File: src/rtl/sdr_rd_pkg.sv
package sdr_rd_pkg;
  localparam int unsigned RD_DW      = 16;
  localparam int unsigned RD_LANE_W  = 8;
  localparam int unsigned RD_MIN_LAT = 2;
  localparam int unsigned RD_MAX_LAT = 3;

  // stage index in the delay line that feeds the output register
  function automatic int unsigned tap_of(input int unsigned lat);
    return lat - RD_MIN_LAT;
  endfunction
endpackage

File: src/rtl/sdr_rd_delay.sv
module sdr_rd_delay
  import sdr_rd_pkg::*;
#(
  parameter int unsigned DW      = RD_DW,
  parameter int unsigned MAX_LAT = RD_MAX_LAT,
  parameter int unsigned LAT_W   = $clog2(MAX_LAT + 1)
) (
  input  logic             clk,
  input  logic             rst,
  input  logic             in_vld,
  input  logic [DW-1:0]    in_data,
  input  logic             kill,
  input  logic [LAT_W-1:0] lat,
  output logic             sel_vld,
  output logic [DW-1:0]    sel_data,
  output logic             busy
);
  localparam int unsigned DEPTH = MAX_LAT - RD_MIN_LAT + 1;

  logic [DEPTH-1:0] vld_q;
  logic [DW-1:0]    dat_q [DEPTH];

  generate
    for (genvar g = 0; g < DEPTH; g++) begin : g_stage
      if (g == 0) begin : g_head
        always_ff @(posedge clk) begin
          if (rst) vld_q[g] <= 1'b0;
          else     vld_q[g] <= in_vld & ~kill;
          dat_q[g] <= in_data;
        end
      end else begin : g_body
        always_ff @(posedge clk) begin
          if (rst) vld_q[g] <= 1'b0;
          else     vld_q[g] <= vld_q[g-1];
          dat_q[g] <= dat_q[g-1];
        end
      end
    end
  endgenerate

  always_comb begin
    sel_vld  = 1'b0;
    sel_data = '0;
    for (int s = 0; s < DEPTH; s++) begin
      if (tap_of(int'(lat)) == s) begin
        sel_vld  = vld_q[s];
        sel_data = dat_q[s];
      end
    end
  end

  assign busy = |vld_q;


  lat_range_chk: assert property (@(posedge clk) disable iff (rst)
    (int'(lat) >= RD_MIN_LAT) && (int'(lat) <= MAX_LAT));


  lat_change_empty_chk: assert property (@(posedge clk) disable iff (rst)
    (lat != $past(lat)) |-> !busy);
endmodule

File: src/rtl/sdr_rd_lane.sv
module sdr_rd_lane #(
  parameter int unsigned LW = 8
) (
  input  logic          clk,
  input  logic          rst,
  input  logic          mask_i,
  input  logic          word_vld_i,
  input  logic [LW-1:0] word_i,
  output logic          oe_o,
  output logic [LW-1:0] dq_o
);
  logic          mask_q;
  logic          oe_q;
  logic [LW-1:0] dq_q;
  logic          drive;

  assign drive = word_vld_i & ~mask_q;

  always_ff @(posedge clk) begin
    if (rst) begin
      mask_q <= 1'b0;
      oe_q   <= 1'b0;
      dq_q   <= '0;
    end else begin
      mask_q <= mask_i;
      oe_q   <= drive;
      dq_q   <= drive ? word_i : '0;
    end
  end

  assign oe_o = oe_q;
  assign dq_o = dq_q;

  logic [1:0] settle_q;
  always_ff @(posedge clk) begin
    if (rst)                 settle_q <= 2'd0;
    else if (settle_q != 2'd3) settle_q <= settle_q + 2'd1;
  end


  mask_blank_chk: assert property (@(posedge clk) disable iff (rst)
    (settle_q >= 2'd2 && $past(mask_i, 2)) |-> !oe_q);


  oe_needs_word_chk: assert property (@(posedge clk) disable iff (rst)
    (settle_q >= 2'd1 && oe_q) |-> $past(word_vld_i));
endmodule

File: src/rtl/sdr_rdout_pipe.sv
module sdr_rdout_pipe
  import sdr_rd_pkg::*;
#(
  parameter int unsigned DW      = RD_DW,
  parameter int unsigned LANE_W  = RD_LANE_W,
  parameter int unsigned MAX_LAT = RD_MAX_LAT,
  parameter int unsigned LANES   = DW / LANE_W,
  parameter int unsigned LAT_W   = $clog2(MAX_LAT + 1)
) (
  input  logic             clk,
  input  logic             rst,
  input  logic             rd_vld_i,
  input  logic [DW-1:0]    rd_data_i,
  input  logic [LANES-1:0] dq_mask_i,
  input  logic             trunc_i,
  input  logic [LAT_W-1:0] lat_i,
  output logic [DW-1:0]    dq_o,
  output logic [LANES-1:0] dq_oe_o,
  output logic             dq_vld_o
);
  logic          sel_vld;
  logic [DW-1:0] sel_data;
  logic          busy;
  logic          vld_q;

  sdr_rd_delay #(.DW(DW), .MAX_LAT(MAX_LAT), .LAT_W(LAT_W)) u_delay (
    .clk      (clk),
    .rst      (rst),
    .in_vld   (rd_vld_i),
    .in_data  (rd_data_i),
    .kill     (trunc_i),
    .lat      (lat_i),
    .sel_vld  (sel_vld),
    .sel_data (sel_data),
    .busy     (busy)
  );

  generate
    for (genvar g = 0; g < LANES; g++) begin : g_lane
      sdr_rd_lane #(.LW(LANE_W)) u_lane (
        .clk        (clk),
        .rst        (rst),
        .mask_i     (dq_mask_i[g]),
        .word_vld_i (sel_vld),
        .word_i     (sel_data[g*LANE_W +: LANE_W]),
        .oe_o       (dq_oe_o[g]),
        .dq_o       (dq_o[g*LANE_W +: LANE_W])
      );


      oe_implies_vld_chk: assert property (@(posedge clk) disable iff (rst)
        dq_oe_o[g] |-> dq_vld_o);
    end
  endgenerate

  always_ff @(posedge clk) begin
    if (rst) vld_q <= 1'b0;
    else     vld_q <= sel_vld;
  end
  assign dq_vld_o = vld_q;

  logic [1:0] settle_q;
  always_ff @(posedge clk) begin
    if (rst)                   settle_q <= 2'd0;
    else if (settle_q != 2'd3) settle_q <= settle_q + 2'd1;
  end


  lat2_timing_chk: assert property (@(posedge clk) disable iff (rst)
    (settle_q >= 2'd2 && int'($past(lat_i)) == 2)
      |-> (dq_vld_o == $past(rd_vld_i && !trunc_i, 2)));


  lat3_timing_chk: assert property (@(posedge clk) disable iff (rst)
    (settle_q == 2'd3 && int'($past(lat_i)) == 3)
      |-> (dq_vld_o == $past(rd_vld_i && !trunc_i, 3)));


  lat2_data_chk: assert property (@(posedge clk) disable iff (rst)
    (settle_q >= 2'd2 && int'($past(lat_i)) == 2 && (&dq_oe_o))
      |-> (dq_o == $past(rd_data_i, 2)));


  reset_quiet_chk: assert property (@(posedge clk)
    $past(rst) |-> (!dq_vld_o && dq_oe_o == '0));
endmodule

File: config.mk
export PLATFORM = sky130hd
export DESIGN_NAME = sdr_rdout_pipe
export DESIGN_NICKNAME = d
export VERILOG_FILES = /design/src/rtl/sdr_rd_pkg.sv /design/src/rtl/sdr_rd_delay.sv /design/src/rtl/sdr_rd_lane.sv /design/src/rtl/sdr_rdout_pipe.sv
export SDC_FILE = /design/constraint.sdc
export NUM_CORES = 1
export LEC_CHECK = 0
export ABC_AREA = 1
export BUFFER_PORTS_ARGS = -buffer_cell sky130_fd_sc_hd__buf_2
export CORE_UTILIZATION = 48
export DETAILED_ROUTE_END_ITERATION = 8
export GPL_TIMING_DRIVEN = 0
export HOLD_SLACK_MARGIN = 0.12
export PLACE_DENSITY = 0.79
export SLEW_MARGIN = 10
export SYNTH_ARGS = -nofsm -noshare
export SYNTH_HDL_FRONTEND = slang
export SYNTH_HIERARCHICAL = 1
export SYNTH_SLANG_ARGS = --single-unit
File: constraint.sdc
create_clock -name clk -period 1.8 [get_ports clk]
set_input_delay 0.09 -clock clk [delete_from_list [all_inputs] [get_ports clk]]
set_output_delay 0.09 -clock clk [all_outputs]
set_load 0.05 [all_outputs]
After elaboration in Yosys (flattened, before gate mapping) --
Memories as Yosys holds them, arrays and structs flattened. Cells that the tools add are included. Widths: inputs -> output; s select.
Cells by class: add/sub/neg operators 1, multiply operators 0, div/mod/pow operators 0, $lt $le $gt $ge 0, equality and inequality tests 1, shifts and indexed selects 0, muxes and demuxes 4, bitwise operators 8, reduce and logical (&&, ||, !) cells 3
Operator list (number):
- $eq 32x1->1 const B | 1
- $logic_not 32->1 | 1
- $mux 16 | 2
- $not 1->1 | 5
- $reduce_or 2->1 | 2
- $and 1x1->1 | 3
- $sub 2x2->3 const B | 1
- $mux 1 | 2
Storage, ports and cells: register bits after elaboration 23, bits in latches 0, memory bits (writable) 32, bits in read-only memories 0, bits of input ports 24, output and inout port bits 19, word-level logic and storage cells 27, memories 1
Memories:
- u_delay.dat_q | depth 2, bits a word 16, read ports 2, clocked after memory_dff 0, wr ports 2, line sdr_rd_delay.sv:21 | logic [DW-1:0] dat_q [DEPTH];

Depth between registers and ports, before layout --
Gate-level depths: netlist of the first run.
word-level depth 7, depth in mapped cells 7, gate-level depth less buffers 5

Cells and area by module --
Netlist of the first run, hierarchy kept.
By module, submodules not included:
- sdr_rd_delay | instances 1, cells each 97, area an instance 1081.0 um^2, seq. area each 680.7 um^2
- sdr_rd_lane | instances 2, cells each 32, area an instance 296.5 um^2, seq. area each 200.2 um^2
- sdr_rdout_pipe | instances 1, cells each 3, area an instance 30.0 um^2, seq. area each 20.0 um^2

Worst setup path before layout of the first run --
Ideal clock, no wire load.
kind input port to flip-flop, start in lat_i[1], end reg g_lane[0].u_lane.dq_q[0], setup time 0.114 ns, arrival 0.751 ns, required time 1.686 ns, setup slack 0.935 ns, cell stages on the path 6, path buffers 2, cells stage by stage buf_4 -> buf_6 -> nand3_1 -> nand2_1 -> nand3_4 -> nor2_1
On the way: cells in the longest elaborated chain, start to end 7, elaborated cells on any way between the ends 10, classes of those cells 1 x add/sub; 1 x eq/ne; 4 x mux; 2 x bitwise; 2 x reduce/logical
Ends and longest elaborated chain:
- start, declared | line sdr_rdout_pipe.sv:16 | input logic [LAT_W-1:0] lat_i,
- $sub 2x2->3 * | line sdr_rd_pkg.sv:9 | return lat - RD_MIN_LAT;
- $logic_not 32->1 | line sdr_rd_delay.sv:45 | if (tap_of(int'(lat)) == s) begin
- $mux 1 | line sdr_rd_delay.sv:45
- $mux 1 * | line sdr_rd_delay.sv:45
- via sel_vld | line sdr_rdout_pipe.sv:21 | logic sel_vld;
- $and 1x1->1 * | line sdr_rd_lane.sv:17 | assign drive = word_vld_i & ~mask_q;
- $not 1->1 (no line) *
- $reduce_or 2->1 (no line) *
- end signal, assigned | line sdr_rd_lane.sv:27 | dq_q <= drive ? word_i : '0;
- end, declared | line sdr_rd_lane.sv:14 | logic [LW-1:0] dq_q;
The timed path passes the listed nets; every way through them passes the cells marked *. A chain may end at the register's enable or synchronous reset.

Worst setup path in the final report of the first run --
start in rst, end reg u_delay.vld_q[0]
RTL lines:
- start, declared | line sdr_rdout_pipe.sv:11 | input logic rst,
- end signal, assigned by index | line sdr_rd_delay.sv:28 | else vld_q[g] <= in_vld & ~kill;
- end, declared | line sdr_rd_delay.sv:20 | logic [DEPTH-1:0] vld_q;
No word-level cell between the ends.

==> results of run 1 <==
## through the flow
step / worst slack [ns] / hold WS [ns] / utilization / instances / area (um2)
after global placement: 0.7937 / 0.1920 / 0.5815 / 249 / 1956
final: 0.5807 / 0.3473 / 0.6726 / 281 / 2262
after CTS: 0.6215 / 0.3338 / 0.6726 / 281 / 2262
after detailed placement: 0.7804 / 0.1936 / 0.5815 / 249 / 1956
after floorplan: 0.9347 / 0.1177 / - / 163 / 1698
after global routing: 0.5169 / 0.3242 / 0.6726 / 281 / 2262
## critical path, delay by kind of cell
kind          cells  cell delay [ns]
buf+inv           3             1.27
simple gates      1             0.18
## metal layers
| layer | vias to the layer above | share of wire |
|---|---|---|
| li1 | 640 | - |
| met1 | 572 | 0.45 |
| met2 | 32 | 0.49 |
| met3 | 7 | 0.037 |
| met4 | 0 | 0.025 |
| met5 | - | 0 |
## cell type report
class	count	area share
inverters	27	0.04812
clock inverters	1	0.002212
well taps	46	0.02544
clock buffers	6	0.02268
repair buffers	65	0.1991
multi-input cells	74	0.1787
plain buffers	7	0.03706
flip-flops and latches	55	0.4867
## registers in the layout (all words and copies together), names as in the netlist
register	flops
u_delay/dat_q	32
g_lane.u_lane/dq_o	16
g_lane.u_lane/mask_q	2
g_lane.u_lane/oe_o	2
u_delay/vld_q	2
dq_vld_o	1
## path summary, 6_finish.rpt
| check | startpoint | slack [ns] | end | cells past startpoint |
|---|---|---|---|---|
| setup / recovery | rst | 0.58 | u_delay/vld_q[0]$_SDFF_PP0_ | 4 |
| hold / removal | rd_data_i[12] | 0.35 | u_delay/dat_q[0][12]$_DFF_P_ | 2 |
| hold reg to reg | u_delay/dat_q[0][15]$_DFF_P_ | 0.36 | u_delay/dat_q[0][31]$_DFF_P_ | 0 |
| setup reg to reg | u_delay/vld_q[0]$_SDFF_PP0_ | 0.84 | g_lane[1].u_lane/dq_o[5]$_SDFF_PP0_ | 4 |
## power by group
group / leakage (nW) / internal, W / total (W) / switching [W]
clock network: 0.0341 / 0.000182 / 0.000525 / 0.000343
logic: 0.618 / 0.0000932 / 0.000175 / 0.0000821
registers: 0.456 / 0.00126 / 0.00128 / 0.0000174
total: 1.11 / 0.00154 / 0.00198 / 0.000443
## what timing repair did
action	4_1_cts	5_1_grt
hold endpoints to repair	27	0
hold buffers	25	0
setup buffers	0	0
setup endpoints to repair	0	0
==> run summary, run 1 <==
Total number of vias = 1,251
Global-route wire length before repair = 4643 um
Pre-antenna DRT Iters = 4
Avg Vias per Cell = 4.452
Max-capacitance violation count = 0
Cell mode on critical path = dlygate4sd3_1
Final worst path period need = 1.219 ns
Worst-case vdd ir drop = 0.5952 mV
Type of destination of the critical path = flip-flop
Inserted Clock Buffers = 5
Final worst clock skew = 0.006427 ns
Area occupied by registers = 1101 um2
Synthesis-to-finish area growth = 33.24%
H-tree depth = 2
Global-route track usage on met3 = 0.05042
Category of the critical setup timing path = in -> reg
Antenna violations before repair = 0
Library cell used as clock root buffer = clkbuf_4
Cell area after synthesis = 1698 um2
Worst min-delay path class = in -> reg
Global routing's busiest layer = met2
Net count reported at finish = 259
Most common cell after layout, fill and taps aside = dfxtp_1
Detailed placer's ending HPWL = 1735 um
Met1 GRT Util = 0.2068
Top achievable clock speed = 820.1 MHz
Maximum number of buffers from clock root to sink = 2
Filler cell count in the final layout = 295
CTS tree = yes
Critical path, cell by cell = dlygate4sd3_1, buf_2, nor3b_1, dlygate4sd3_1
IO buf count = 40
Multi-input gate area in the final layout = 404.1 um2
GR Overflow Total = 0
Post-route ant nets = 0
Largest stage delay on the critical path = 0.56 ns
Worst skew pair latency = 0.37 ns
Cell with the largest stage delay on the worst path = dlygate4sd3_1
Result of the run = completed
Post-Syn Nets = 187
Clock transition at the register clock pins on the worst setup and hold paths after CTS = 0.13 ns
Slew of the pin with the lowest slew margin = 0.2543 ns
Via count of the first global-routing pass = 1,120
Count of standard-cell rows = 21
Leakage = 1.108 nW
Routed length per placed instance = 10.16 um
Full die area = 3779 um2
Total Negative Setup Slacks = 0 ns
CP Launch Type = input pin
Final Wtd Congestion = 0.7146
Placeable core region = 3363 um2
Initial cell density of the core = 0.5048
Hold Vio Cnt, Final = 0
Number of instances resized during post-cts repair = 0
Die Y-Extent = 61.48 um
Data required time of the critical path = 2.12 ns
Die width = 61.48 um
Number of antenna diodes = 0
Remaining design rule violation count = 0
Ratio of cells with drive above 1 in the final layout = 0.2979
Most frequent cells in the layout = 55 x dfxtp_1, 40 x buf_2, 25 x dlygate4sd3_1
GR Layer Usage met2 = 0.2857
Violation count after the first detailed-route iteration = 41
Maximum number of pins on one net before global-route repair = 16
Mean cell area of the mapped netlist = 10.42 um2
Number of pins exceeding their max-slew limit in the final report = 0
Global Route Usage Sum = 0.1758
Number of sinks driven by the clock tree = 55
Total design power = 0.001980 W
Crit path arrival time = 1.54 ns
Maximum fanout along the worst path = 7
Power density over cell area = 875.0 nW/um2
Part of the cycle the worst path needs = 0.6774
Synth Instances = 163
Max transition margin = 0.8316
Yosys warning total = 6
Unrepaired setup endpoints after global routing = no
I/O pin total = 43
Wire length reported by the detailed router = 2854 um
Setup violation total in the final timing report = 0
No activity file was read; power rests on OpenSTA's default activity.
==> inputs of run 2 (changes only) <==
--- a/config.mk
+++ b/config.mk
@@ -5,13 +5,13 @@
 export SDC_FILE = /design/constraint.sdc
 export NUM_CORES = 1
 export LEC_CHECK = 0
-export ABC_AREA = 1
+export ABC_AREA = 0
 export BUFFER_PORTS_ARGS = -buffer_cell sky130_fd_sc_hd__buf_2
-export CORE_UTILIZATION = 48
+export CORE_UTILIZATION = 45
 export DETAILED_ROUTE_END_ITERATION = 8
 export GPL_TIMING_DRIVEN = 0
 export HOLD_SLACK_MARGIN = 0.12
-export PLACE_DENSITY = 0.79
+export PLACE_DENSITY = 0.78
 export SLEW_MARGIN = 10
 export SYNTH_ARGS = -nofsm -noshare
 export SYNTH_HDL_FRONTEND = slang
==> constraint.sdc (replaced) <==
create_clock -name clk -period 1.1 [get_ports clk]
set_input_delay 0.055 -clock clk [delete_from_list [all_inputs] [get_ports clk]]
set_output_delay 0.055 -clock clk [all_outputs]
set_load 0.05 [all_outputs]
==> run summary, run 2 <==
Result of the run = completed
Routed length per placed instance = 11.79 um
Worst min-delay path class = in -> reg
Global Route Usage Sum = 0.1548
Final core utilization = 0.6765
Cell with the largest stage delay on the worst path = dfxtp_2
Type of destination of the critical path = flip-flop
Count of standard-cell rows = 21
Initial cell density of the core = 0.4860
Cell area after layout = 2328 um2
Category of the critical setup timing path = reg -> reg
GR Overflow Total = 0
Post-route ant nets = 0
Met2 wire length = 1456 um
Maximum number of pins on one net before global-route repair = 24
Non-filler instance count after layout = 232
Worst skew pair latency = 0.30 ns
H-tree depth = 2
Critical path, cell by cell = mux2i_4, nor2b_4, buf_12, and4bb_2
Crit path arrival time = 1.24 ns
Data required time of the critical path = 1.29 ns
Met3 routed wirelength = 119 um
Pre-antenna DRT Iters = 4
CP Launch Type = flip-flop
Library cell used as clock root buffer = clkbuf_8
Most common cell after layout, fill and taps aside = dfxtp_1
Wire length on met1 = 1129 um
Max transition margin = 0.7384
Final worst path period need = 1.048 ns
Die width = 62.97 um
Antenna violations before repair = 0
Global-route wire length before repair = 4698 um
Uppermost layer routed = met4
Avg Vias per Cell = 4.603
Unrepaired setup endpoints after global routing = no
Final worst clock skew = 0.008208 ns
Worst Setup EP = g_lane[0].u_lane/dq_o[1]$_SDFF_PP0_
Wire length reported by the detailed router = 2736 um
Number of pins exceeding their max-slew limit in the final report = 0
Post-Syn Nets = 139
Slew of the pin with the lowest slew margin = 0.3925 ns
Ratio of cells with drive above 1 in the final layout = 0.4140
Full die area = 3965 um2
Power density over cell area = 1652 nW/um2
Most frequent cells in the layout = 53 x dfxtp_1, 41 x buf_2, 20 x dlygate4sd3_1
Maximum fanout along the worst path = 16
Placeable core region = 3442 um2
Number of sinks driven by the clock tree = 55
Number of antenna diodes = 0
RR Endpoint = g_lane[0].u_lane/dq_o[1]$_SDFF_PP0_
IO buf count = 41
R2R Setup Slk = 0.05 ns
Part of the cycle the worst path needs = 0.9532
Remaining design rule violation count = 0
Inserted Clock Buffers = 5
Synthesis-to-finish area growth = 39.19%
Cell area after synthesis = 1673 um2
Maximum number of buffers from clock root to sink = 2
CTS tree = yes
Clock transition at the register clock pins on the worst setup and hold paths after CTS = 0.08 ns
Violation count after the first detailed-route iteration = 39
Max-capacitance violation count = 0
Via count of the first global-routing pass = 1,095
Area occupied by registers = 1104 um2
Critical register-to-register path startpoint = u_delay/vld_q[0]$_SDFF_PP0_
Hold Vio Cnt, Final = 0
Worst hold margin = 0.1608 ns
Register with the highest flop count = u_delay/dat_q
Worst-case vdd ir drop = 1.067 mV
I/O pin total = 43
Top achievable clock speed = 953.8 MHz
Max reg flops = 32
Cells on worst reg2reg path = 4
Filler cell count in the final layout = 258
Critical path launch point = u_delay/vld_q[0]$_SDFF_PP0_
Multi-input gate area in the final layout = 566.8 um2
Hold Path Depth = 2
Leakage = 1.051 nW
Synth Instances = 115
Final Wtd Congestion = 0.6817
Mean cell area of the mapped netlist = 14.55 um2
Largest stage delay on the critical path = 0.34 ns
Detailed placer's ending HPWL = 1763 um
Net count reported at finish = 209
Die Y-Extent = 62.97 um
Setup violation total in the final timing report = 0
Total number of vias = 1,068
Number of cells after detailed placement = 202
Yosys warning total = 6
Instance area after placement = 1938 um2
Total Negative Setup Slacks = 0 ns
run 2: how the worst min path moves through the flow:
stage	start	endpoint	slack, ns
floorplan	rd_data_i[0]	u_delay/dat_q[0][0]$_DFF_P_	0.08
global placement	rd_data_i[12]	u_delay/dat_q[0][12]$_DFF_P_	0.16
detailed placement	rd_data_i[0]	u_delay/dat_q[0][0]$_DFF_P_	0.16
CTS	rst	dq_vld_o$_SDFF_PP0_	0.14
global route	rst	dq_vld_o$_SDFF_PP0_	0.18
finish	rst	dq_vld_o$_SDFF_PP0_	0.16
run 2: per-layer routing:
layer	vias up	global-route usage
li1	537	-
met1	497	0.1623
met2	28	0.2809
met3	6	0.05109
met4	0	0.06105
met5	-	0
run 2: what timing repair did:
item,4_1_cts,5_1_grt
buffers inserted,2,0
hold endpoints to repair,19,0
resized for setup,2,5
hold buffers,20,0
endpoints found under the setup margin,19,18
run 2: worst max-delay path, delay by kind of cell, from the launching register on:
family / cells / cell delay [ns]
buffers and inverters: 1 / 0.14
DFF: 1 / 0.34
and+or+nand+nor: 2 / 0.30
muxes: 1 / 0.16
run 2: cell type report:
type / instances / share of cell area
repair buffers: 63 / 0.1859
plain buffers: 3 / 0.01505
well taps: 46 / 0.02472
clock inverters: 2 / 0.02579
clock buffers: 6 / 0.03117
flip-flops and latches: 55 / 0.4739
multi-input cells: 57 / 0.2434
run 2: where the power goes:
group | internal (W) | total [W] | switching [W] | leakage (nW)
sequential | 0.00206 | 0.00210 | 0.0000323 | 0.457
clock | 0.000909 | 0.00149 | 0.000580 | 0.0654
combinational | 0.000163 | 0.000262 | 0.0000985 | 0.529
run 2: metrics by stage:
step | total power, W | setup slack [ns]
after detailed placement | 0.002338 | -0.1945
after floorplan | 0.002258 | 0.1159
after CTS | 0.003884 | 0.008961
after global placement | 0.002328 | -0.1299
after global routing | 0.004014 | 0.02157
final | 0.003846 | 0.05152
==> inputs of run 3 (changes only) <==
==> constraint.sdc (replaced) <==
create_clock -name clk -period 0.95 [get_ports clk]
set_input_delay 0.0475 -clock clk [delete_from_list [all_inputs] [get_ports clk]]
set_output_delay 0.0475 -clock clk [all_outputs]
set_load 0.05 [all_outputs]
==> run summary, run 3 (synthesis gave the netlist of run 2 again) <==
Result of the run = complete, but fails checks
Failing checks = setup timing
Avg Vias per Cell = 4.584
Pre-CTS WS = -0.3332 ns
Max reg flops = 32
Total number of vias = 1,068
Placeable core region = 3442 um2
Full die area = 3965 um2
Type of destination of the critical path = flip-flop
GR Overflow Total = 0
Die width = 62.97 um
Share of power burned in the clock network = 0.359
Worst skew pair latency = 0.30 ns
Final setup slack of the worst path = -0.1022 ns
Pre-antenna DRT Iters = 4
Power density over cell area = 1825 nW/um2
Number of sinks driven by the clock tree = 55
Number of pins exceeding their max-slew limit in the final report = 0
IO buf count = 41
Max transition margin = 0.7292
Hold Vio Cnt, Final = 0
Internal power = 0.003431 W
Top achievable clock speed = 950.4 MHz
Number of antenna diodes = 0
GR Layer Usage met2 = 0.2702
Wire length reported by the detailed router = 2960 um
Data required time of the critical path = 1.14 ns
Category of the critical setup timing path = reg -> reg
Final worst path period need = 1.052 ns
Maximum number of buffers from clock root to sink = 2
Global-route track usage on met3 = 0.04380
Fraction of power consumed by sequential logic = 0.569
Count of standard-cell rows = 21
Synthesis-to-finish area growth = 39.79%
Final Wtd Congestion = 0.6750
Proportion of power drawn by combinational gates = 0.072
Most frequent cells in the layout = 53 x dfxtp_1, 30 x buf_2, 20 x dlygate4sd3_1
Die Y-Extent = 62.97 um
Remaining design rule violation count = 0
Met1 GRT Util = 0.1759
Net Sw Frac = 0.1959
Maximum number of pins on one net before global-route repair = 24
Detailed placer's ending HPWL = 1814 um
Setup violation total in the final timing report = 18
Via count of the first global-routing pass = 1,060
Violation count after the first detailed-route iteration = 25
Post-route ant nets = 0
Maximum fanout along the worst path = 9
Max-capacitance violation count = 0
Cells on worst reg2reg path = 4
CP Launch Type = flip-flop
Slew of the pin with the lowest slew margin = 0.4062 ns
Routed length per placed instance = 12.70 um
Worst-case vdd ir drop = 1.080 mV
Clock transition at the register clock pins on the worst setup and hold paths after CTS = 0.09 ns
Library cell used as clock root buffer = clkbuf_8
Global-route wire length before repair = 4726 um
Antenna violations before repair = 0
CTS tree = yes
Global Route Usage Sum = 0.1583
Worst min-delay path class = in -> reg
H-tree depth = 2
Total Negative Setup Slacks = -1.424 ns
Net count reported at finish = 210
Part of the cycle the worst path needs = 1.108
Global routing's busiest layer = met2
Leakage = 1.042 nW
Most common cell after layout, fill and taps aside = dfxtp_1
Register with the highest flop count = u_delay/dat_q
Psw = 0.0008361 W
Ratio of cells with drive above 1 in the final layout = 0.4171
Crit path arrival time = 1.24 ns
I/O pin total = 43
Hold Path Depth = 2
Initial cell density of the core = 0.4860
Final worst clock skew = 0.008247 ns
Inserted Clock Buffers = 5
Unrepaired setup endpoints after global routing = yes
run 3: critical path, cell delays in order (launching register included):
cell and delay (ns):
dfxtp_2 0.35, mux2i_4 0.17, nor2b_4 0.07, buf_6 0.13, and4bb_2 0.23
run 3: metrics by stage:
step	hold slack, ns	cells	area [um2]	total power, W	utilization
after floorplan	0.07522	115	1675	0.002614	-
after global placement	0.1502	202	1938	0.002697	0.5631
after detailed placement	0.1511	202	1938	0.002710	0.5631
after CTS	0.1445	233	2298	0.004302	0.6678
after global routing	0.1636	233	2338	0.004444	0.6794
final	0.1602	233	2338	0.004267	0.6794
run 3: final cells by class:
class / instances / area, um2
clock inverter: 2 / 35.03
fill: 250 / 1104
buffer: 3 / 35.03
multi-input combinational: 57 / 561.8
sequential: 55 / 1104
clock buffer: 6 / 82.58
tap: 46 / 57.56
timing repair buffer: 64 / 462.9
run 3: final timing paths:
| kind | from | to | slack, ns |
|---|---|---|---|
| setup / recovery | u_delay/vld_q[0]$_SDFF_PP0_ | g_lane[1].u_lane/dq_o[4]$_SDFF_PP0_ | -0.10 |
| hold / removal | rst | dq_vld_o$_SDFF_PP0_ | 0.16 |
| setup reg to reg | u_delay/vld_q[0]$_SDFF_PP0_ | g_lane[1].u_lane/dq_o[4]$_SDFF_PP0_ | -0.10 |
| hold reg to reg | u_delay/dat_q[0][11]$_DFF_P_ | u_delay/dat_q[0][27]$_DFF_P_ | 0.36 |
run 3: metal layers:
layer	share of wire	routed length, um	vias to the layer above
met2	0.48	1423	32
met5	0	0	-
met4	0.013	37	0
met3	0.045	132	4
met1	0.46	1367	492
li1	-	-	540
run 3: timing repair:
| item | in CTS | in global routing |
|---|---|---|
| endpoints found under the hold margin | 19 | 0 |
| hold buffers | 20 | 0 |
| gates cloned | 0 | 0 |
| pin swaps | 3 | 0 |
| gates resized for setup | 6 | 13 |
| setup endpoints to repair | 20 | 29 |
| setup buffers | 3 | 0 |
run 3: power by group through the flow:
stage | Clock (W) | Combinational (W) | Sequential (W)
final | 0.00153 | 0.000308 | 0.00243
after global routing | 0.00167 | 0.000331 | 0.00244
after CTS | 0.00157 | 0.000304 | 0.00243
after detailed placement | 0 | 0.000230 | 0.00248
after global placement | 0 | 0.000222 | 0.00248
after floorplan | 0 | 0.000130 | 0.00248
